--- config.mk ---
export PLATFORM = sky130hd
export DESIGN_NAME = ext_dac_update
export DESIGN_NICKNAME = d
export VERILOG_FILES = /design/src/rtl/dacupd_pkg.sv /design/src/rtl/dacupd_sync.sv /design/src/rtl/dacupd_chan.sv /design/src/rtl/dacupd_irq.sv /design/src/rtl/ext_dac_update.sv
export SDC_FILE = /design/constraint.sdc
export NUM_CORES = 1
export LEC_CHECK = 0
export BUFFER_PORTS_ARGS = -buffer_cell sky130_fd_sc_hd__buf_2
export CORE_UTILIZATION = 54
export CTS_CLUSTER_SIZE = 24
export DETAILED_ROUTE_END_ITERATION = 10
export PLACE_DENSITY = 0.78
export SETUP_SLACK_MARGIN = 0.02
export SLEW_MARGIN = 20
export SYNTH_ARGS = -nofsm -noshare
export SYNTH_HDL_FRONTEND = slang
export SYNTH_SLANG_ARGS = --single-unit
export TNS_END_PERCENT = 100
--- constraint.sdc ---
create_clock -name clk -period 1.7 [get_ports clk]
set_clock_uncertainty 0.15 [all_clocks]
set_input_delay 0.255 -clock clk [delete_from_list [all_inputs] [get_ports clk]]
set_output_delay 0.255 -clock clk [all_outputs]
set_load 0.005 [all_outputs]
--- src/rtl/dacupd_pkg.sv ---
package dacupd_pkg;
  // Source chosen for an output latch in a given cycle
  typedef enum logic [1:0] {
    LD_NONE = 2'd0,
    LD_BUS  = 2'd1,
    LD_HOLD = 2'd2
  } load_sel_e;
endpackage

--- src/rtl/dacupd_sync.sv ---
module dacupd_sync #(
  parameter int STAGES = 2
) (
  input  logic clk,
  input  logic rst,
  input  logic pin_async,
  output logic level,
  output logic rise
);
  // chain[STAGES-1] is the synchronized level, chain[STAGES] its previous value
  logic [STAGES:0] chain;

  always_ff @(posedge clk) begin
    if (rst) chain <= '1;
    else     chain <= {chain[STAGES-1:0], pin_async};
  end

  assign level = chain[STAGES-1];
  assign rise  = chain[STAGES-1] & ~chain[STAGES];
endmodule

--- src/rtl/dacupd_chan.sv ---
module dacupd_chan
  import dacupd_pkg::*;
#(
  parameter int DATA_W = 12
) (
  input  logic              clk,
  input  logic              rst,
  input  logic              wr_en,
  input  logic [DATA_W-1:0] wr_data,
  input  logic              ext_mode,
  input  logic              pin_lvl,
  output logic [DATA_W-1:0] code
);
  logic [DATA_W-1:0] hold_q;
  load_sel_e         sel;

  always_comb begin
    sel = LD_NONE;
    if (!ext_mode) begin
      if (wr_en) sel = LD_BUS;
    end else if (!pin_lvl) begin
      sel = wr_en ? LD_BUS : LD_HOLD;
    end
  end

  always_ff @(posedge clk) begin
    if (rst) begin
      hold_q <= '0;
      code   <= '0;
    end else begin
      if (wr_en) hold_q <= wr_data;
      case (sel)
        LD_BUS:  code <= wr_data;
        LD_HOLD: code <= hold_q;
        default: code <= code;
      endcase
    end
  end
endmodule

--- src/rtl/dacupd_irq.sv ---
module dacupd_irq (
  input  logic clk,
  input  logic rst,
  input  logic irq_en,
  input  logic edge_seen,
  input  logic irq_clr,
  output logic irq
);
  always_ff @(posedge clk) begin
    if (rst) irq <= 1'b0;
    else     irq <= (irq & ~irq_clr) | (edge_seen & irq_en);
  end
endmodule

--- src/rtl/ext_dac_update.sv ---
module ext_dac_update #(
  parameter int DATA_W      = 12,
  parameter int NUM_CH      = 2,
  parameter int SYNC_STAGES = 2
) (
  input  logic                     clk,
  input  logic                     rst,
  input  logic [NUM_CH-1:0]        wr_en,
  input  logic [DATA_W-1:0]        wr_data,
  input  logic [NUM_CH-1:0]        ext_mode,
  input  logic                     irq_en,
  input  logic                     upd_n_pin,
  input  logic                     irq_clr,
  output logic [NUM_CH*DATA_W-1:0] dac_code,
  output logic                     irq
);
  logic pin_lvl;
  logic pin_rise;

  dacupd_sync #(.STAGES(SYNC_STAGES)) u_sync (
    .clk       (clk),
    .rst       (rst),
    .pin_async (upd_n_pin),
    .level     (pin_lvl),
    .rise      (pin_rise)
  );

  for (genvar c = 0; c < NUM_CH; c++) begin : g_ch
    dacupd_chan #(.DATA_W(DATA_W)) u_chan (
      .clk      (clk),
      .rst      (rst),
      .wr_en    (wr_en[c]),
      .wr_data  (wr_data),
      .ext_mode (ext_mode[c]),
      .pin_lvl  (pin_lvl),
      .code     (dac_code[c*DATA_W +: DATA_W])
    );
  end

  dacupd_irq u_irq (
    .clk       (clk),
    .rst       (rst),
    .irq_en    (irq_en),
    .edge_seen (pin_rise),
    .irq_clr   (irq_clr),
    .irq       (irq)
  );
endmodule

* Yosys cells after proc, flatten, opt, wreduce, memory -nomap -nowiden
Cells that the tools add are included.
** Word-level totals
- Register bits :: 52
- Bits in latches :: 0
- Memory bits (writable) :: 0
- ROM bits :: 0
- Bits of input ports :: 21
- Output and inout port bits :: 25
- Word-level logic and storage cells :: 28
- Memories kept :: 0
** Cells by class
- $add $sub $neg :: 0
- $mul :: 0
- Divide/modulo/power cells :: 0
- Order comparisons :: 0
- Equality and inequality tests :: 4
- Shift operators :: 0
- Mux-type cells :: 10
- Bitwise logic cells :: 6
- Reductions and logical operators :: 2
** Operators with widths (count)
- $pmux W12 S2 :: 2
- $mux W2 :: 6
- $eq A2 B1 Y1 const B :: 2
- $eq A2 B2 Y1 const B :: 2
- $reduce_bool A2 Y1 :: 2
- $and A1 B1 Y1 :: 3
- $mux W1 :: 2
- $not A1 Y1 :: 2
- $or A1 B1 Y1 :: 1

* Logic depth before layout (Yosys ltp)
- Word-level depth :: 5
- Gate-level depth with buffers :: 5
- Depth with buffers taken out :: 3

* Hierarchy
A second synthesis with hierarchy kept.
** Second synthesis, totals
- Cell total of the unflattened synthesis :: 203
- Area, all modules :: 2125.8 sq um
** Modules (own cells, without submodules)
- dacupd_chan :: times used 2, cells each 96, area each 1001.0 sq um, seq. area each 480.5 sq um
- dacupd_sync :: times used 1, cells each 7, area each 85.1 sq um, seq. area each 60.1 sq um
- dacupd_irq :: times used 1, cells each 4, area each 38.8 sq um, seq. area each 20.0 sq um

* Worst setup path after synthesis
OpenSTA, ideal clock, no wires.
- Kind :: input -> register
- From :: input port wr_en[0]
- To :: register g_ch[0].u_chan.code[10]
- Library setup time :: 0.132 ns
- Arrival :: 1.045 ns
- Required time :: 1.418 ns
- Setup slack :: 0.374 ns
- Cell stages on the path :: 5
- Path buffers :: 2
- Cell sequence :: buf_6 or3b_1 buf_4 o22ai_2 nor3_1
** Between the ends
- Longest elaborated chain between the ends :: 5
- Elaborated cells on any way between the ends :: 8
- Classes of those cells :: eq/ne (2); mux (5); reduce/logical (1)
** Ends and longest elaborated chain
- from (decl) :: line ext_dac_update.sv:8 : input logic [NUM_CH-1:0] wr_en,
- $mux W2 :: line dacupd_chan.sv:22 : sel = wr_en ? LD_BUS : LD_HOLD;
- $mux W2 :: line dacupd_chan.sv:21 : end else if (!pin_lvl) begin
- $mux W2 (*) :: line dacupd_chan.sv:19 : if (!ext_mode) begin
- $eq A2 B2 Y1 / $eq A2 B1 Y1 (equally long branches) :: line dacupd_chan.sv:32 : case (sel)
- $pmux W12 S2 / $reduce_bool A2 Y1 (equally long branches)
- to (signal assigned) :: line dacupd_chan.sv:33 : LD_BUS: code <= wr_data;
- to (signal assigned) :: line dacupd_chan.sv:34 : LD_HOLD: code <= hold_q;
- to (signal assigned) :: line dacupd_chan.sv:35 : default: code <= code;
- to (decl) :: line dacupd_chan.sv:12 : output logic [DATA_W-1:0] code
Mark *: on every way between the ends. The rest lies on a longest branch, timed or not.
A chain may end at the register's enable or synchronous reset.

* Final worst setup path
- From :: register u_sync.chain[1]
- To :: register g_ch[1].u_chan.code[8]
** Between the ends
- Longest elaborated chain between the ends :: 4
- Elaborated cells on any way between the ends :: 6
- Classes of those cells :: eq/ne (2); mux (3); reduce/logical (1)
** Ends and longest elaborated chain
- from (decl) :: line dacupd_sync.sv:11 : logic [STAGES:0] chain;
- from (signal assigned) :: line dacupd_sync.sv:15 : else chain <= {chain[STAGES-1:0], pin_async};
- $mux W2 (*) :: line dacupd_chan.sv:21
- $mux W2 (*) :: line dacupd_chan.sv:19
- $eq A2 B2 Y1 / $eq A2 B1 Y1 (equally long branches) :: line dacupd_chan.sv:32
- $pmux W12 S2 / $reduce_bool A2 Y1 (equally long branches)
- to (signal assigned) :: line dacupd_chan.sv:33
- to (signal assigned) :: line dacupd_chan.sv:34
- to (signal assigned) :: line dacupd_chan.sv:35
- to (decl) :: line dacupd_chan.sv:12
Marked as above.

==> out/metrics.cfg <==
[status]
outcome = finished clean

[floorplanning]
start_util = 0.572
die_area_um2 = 4600
ioPinCount = 46
die_w_um = 67.8
rows = 23
coreArea_um2 = 4090
chipHeight_um = 67.8

[final_layout]
nNetsFinal = 312
areaGrowthSynthToFinish_pct = 13.9
layout_common_cells = nor2_1 (59), dfxtp_1 (52), buf_2 (45)
num_antenna_cells = 0
layout_commonest_cell = nor2_1
drive_above_1_share = 0.267

[synth]
synthMuxAreaShare = 0.103
synth_compound_gate_area_share = 0.212
ys_ff_latch = 52
synth-xor-area-share = 0
synthesis.yosys.warnings = 0
syn-num-nets = 274
ys_seq_area_frac = 0.445
synth_fa_ha_area_frac = 0
yosysUniqueCellTypes = 25
avgSynthCellArea_um2 = 9.24
synthSimpleGateAreaFrac = 0.159
syn_inst = 253
netlist_area_um2 = 2340
synth_top_family_by_area = compound AO/OA/AOI/OAI gates

[drt]
final_antenna_net_count = 0
wl_per_cell_um = 14.6
drt_first_pass_iters = 4
drcViolationCount = 0
wirelength_mm = 5.01
viasPerCell = 5.63
drt_iter0_markers = 171
vias = 1925

[grt]
grt_max_degree = 53
grt_pass1_wl_mm = 8.03
grt_pass1_vias = 1695
met1_usage = 0.308
top_usage_layer = met2
antenna_found_initial = 0
grt_util_all_layers = 0.236
grtUsageMet3 = 0.0422
grt_overflow = 0
grt_use_met2 = 0.377

[setup_path]
worstSetupEndpointType = flip-flop
worstPathArrival_ps = 1660
r2r_slack_ps = 150
criticalPathCategory = flip-flop to flip-flop
required_ps = 1800
crit_path_max_fanout = 13
cp-start-kind = flip-flop

[sta]
setup_viol = 0
slew_headroom = 0.745
finalSetupTns_ps = 0
rsz0062_at_grt = no
timing.final.ws_setup_ps = 148
fin_crit_ps = 1550
worstMarginPinSlew_ps = 383
drv_slew = 0
fmax_mhz = 644
fin_crit_sh = 0.913
finalHoldViolCount = 0

[clock_network]
clkSinkCount = 52
cts_made_buffers = 5
clockRootBuffer = clkbuf_8
clk_latency_ps = 310
htree_levels = 2
cts_setup_buffers = 0
clock_path_buffers = 2
cts_tree = built
clk_pin_slew_ps = 100

[placement]
io_buffers = 45
dpl_worst_slack_ps = 123
gp_congestion = 0.771
dpl.hpwl_mm = 3.32

[power_and_ir_drop]
p_leak_nw = 1.20
power_density_nw_per_um2 = 945
peakVddDrop_uv = 540

[worst_hold_path]
hp-class = primary input to flip-flop

[run]
max_cap_violations = 0

-- routing by layer --
layer  part of all wire  wire, um  up-vias
met3              0.044       220       10
met2               0.46      2330       54
li1                   -         -      954
met4              0.018        89        0
met1               0.47      2370      907
met5                  0         0        -
-- cell type report --
class | count | area (um^2)
sequential | 52 | 1040
multi-input combinational | 166 | 1110
fill | 343 | 1420
inverter | 12 | 45.0
timing repair buffer | 54 | 308
tap | 50 | 62.6
clock buffer | 6 | 82.6
clock inverter | 2 | 15.0
-- power by group --
group          internal [mW]  switching (mW)
clock network          0.330           0.423
registers               1.30          0.0542
logic                  0.190           0.213
total                   1.83           0.691
-- final timing paths --
path,depth (start not counted),startpoint,to
worst max-delay path,3,u_sync.chain[1]$_SDFF_PP1_,g_ch[1].u_chan.code[8]$_SDFFE_PP0P_
worst min-delay path,3,irq_en,u_irq.irq$_SDFF_PP0_
worst max register to register,3,u_sync.chain[1]$_SDFF_PP1_,g_ch[1].u_chan.code[8]$_SDFFE_PP0P_
worst min register to register,1,u_sync.chain[0]$_SDFF_PP1_,u_sync.chain[1]$_SDFF_PP1_
-- cells by family (layout without fill, tap and decap cells) --
family,after synthesis,in the layout
AO/OA/AOI/OAI,60,60
flip-flops,52,52
AND/OR/NAND/NOR,82,82
buffers and inverters,35,74
multiplexers,24,24
-- critical path, cell delays in order (launching register included) --
cell,delay [ps]
dfxtp_1,550
and2_4,320
nand2b_4,250
o221a_1,220
-- synthesized netlist by cell type --
cell type / n / area (um^2)
buf_2: 7 / 35.0
nand3b_1: 1 / 7.51
a21oi_1: 30 / 150
nand2b_4: 1 / 13.8
dfxtp_1: 52 / 1040
a2111oi_2: 5 / 75.1
nor3_1: 7 / 35.0
or2_1: 4 / 25.0
buf_1: 2 / 7.51
nor2_1: 59 / 221
o221a_1: 11 / 124
and2_4: 1 / 8.76
or3b_1: 1 / 8.76
buf_4: 5 / 37.5
nand2b_1: 6 / 37.5
a21bo_4: 1 / 16.3
o22ai_2: 7 / 87.6
nor4b_1: 1 / 8.76
o22ai_1: 5 / 31.3
o221a_2: 1 / 11.3
clkbuf_1: 5 / 18.8
nand2_2: 1 / 6.26
inv_1: 12 / 45.0
buf_6: 4 / 45.0
mux2i_1: 24 / 240
-- registers in the layout, summed over array words and instances, names as in the netlist --
register            count
g_ch.u_chan.code       24
g_ch.u_chan.hold_q     24
u_sync.chain            3
u_irq.irq               1
-- per-stage QoR --
step / cells / area, um^2 / util / total power [mW] / hold WS [ps]
final: 342 / 2660 / 0.652 / 2.52 / 56.7
after detailed placement: 333 / 2550 / 0.625 / 1.79 / 245
after global placement: 333 / 2550 / 0.625 / 1.78 / 248
after floorplan: 253 / 2340 / - / 1.66 / 202
after global routing: 342 / 2660 / 0.652 / 2.62 / 69.5
after CTS: 342 / 2660 / 0.652 / 2.52 / 56.3
-- timing repair --
item,CTS,global route
gates resized for setup,0,0
endpoints found under the setup margin,0,0
hold endpoints to repair,1,0
hold buffers,1,0
(Power assumes the default switching activity.)
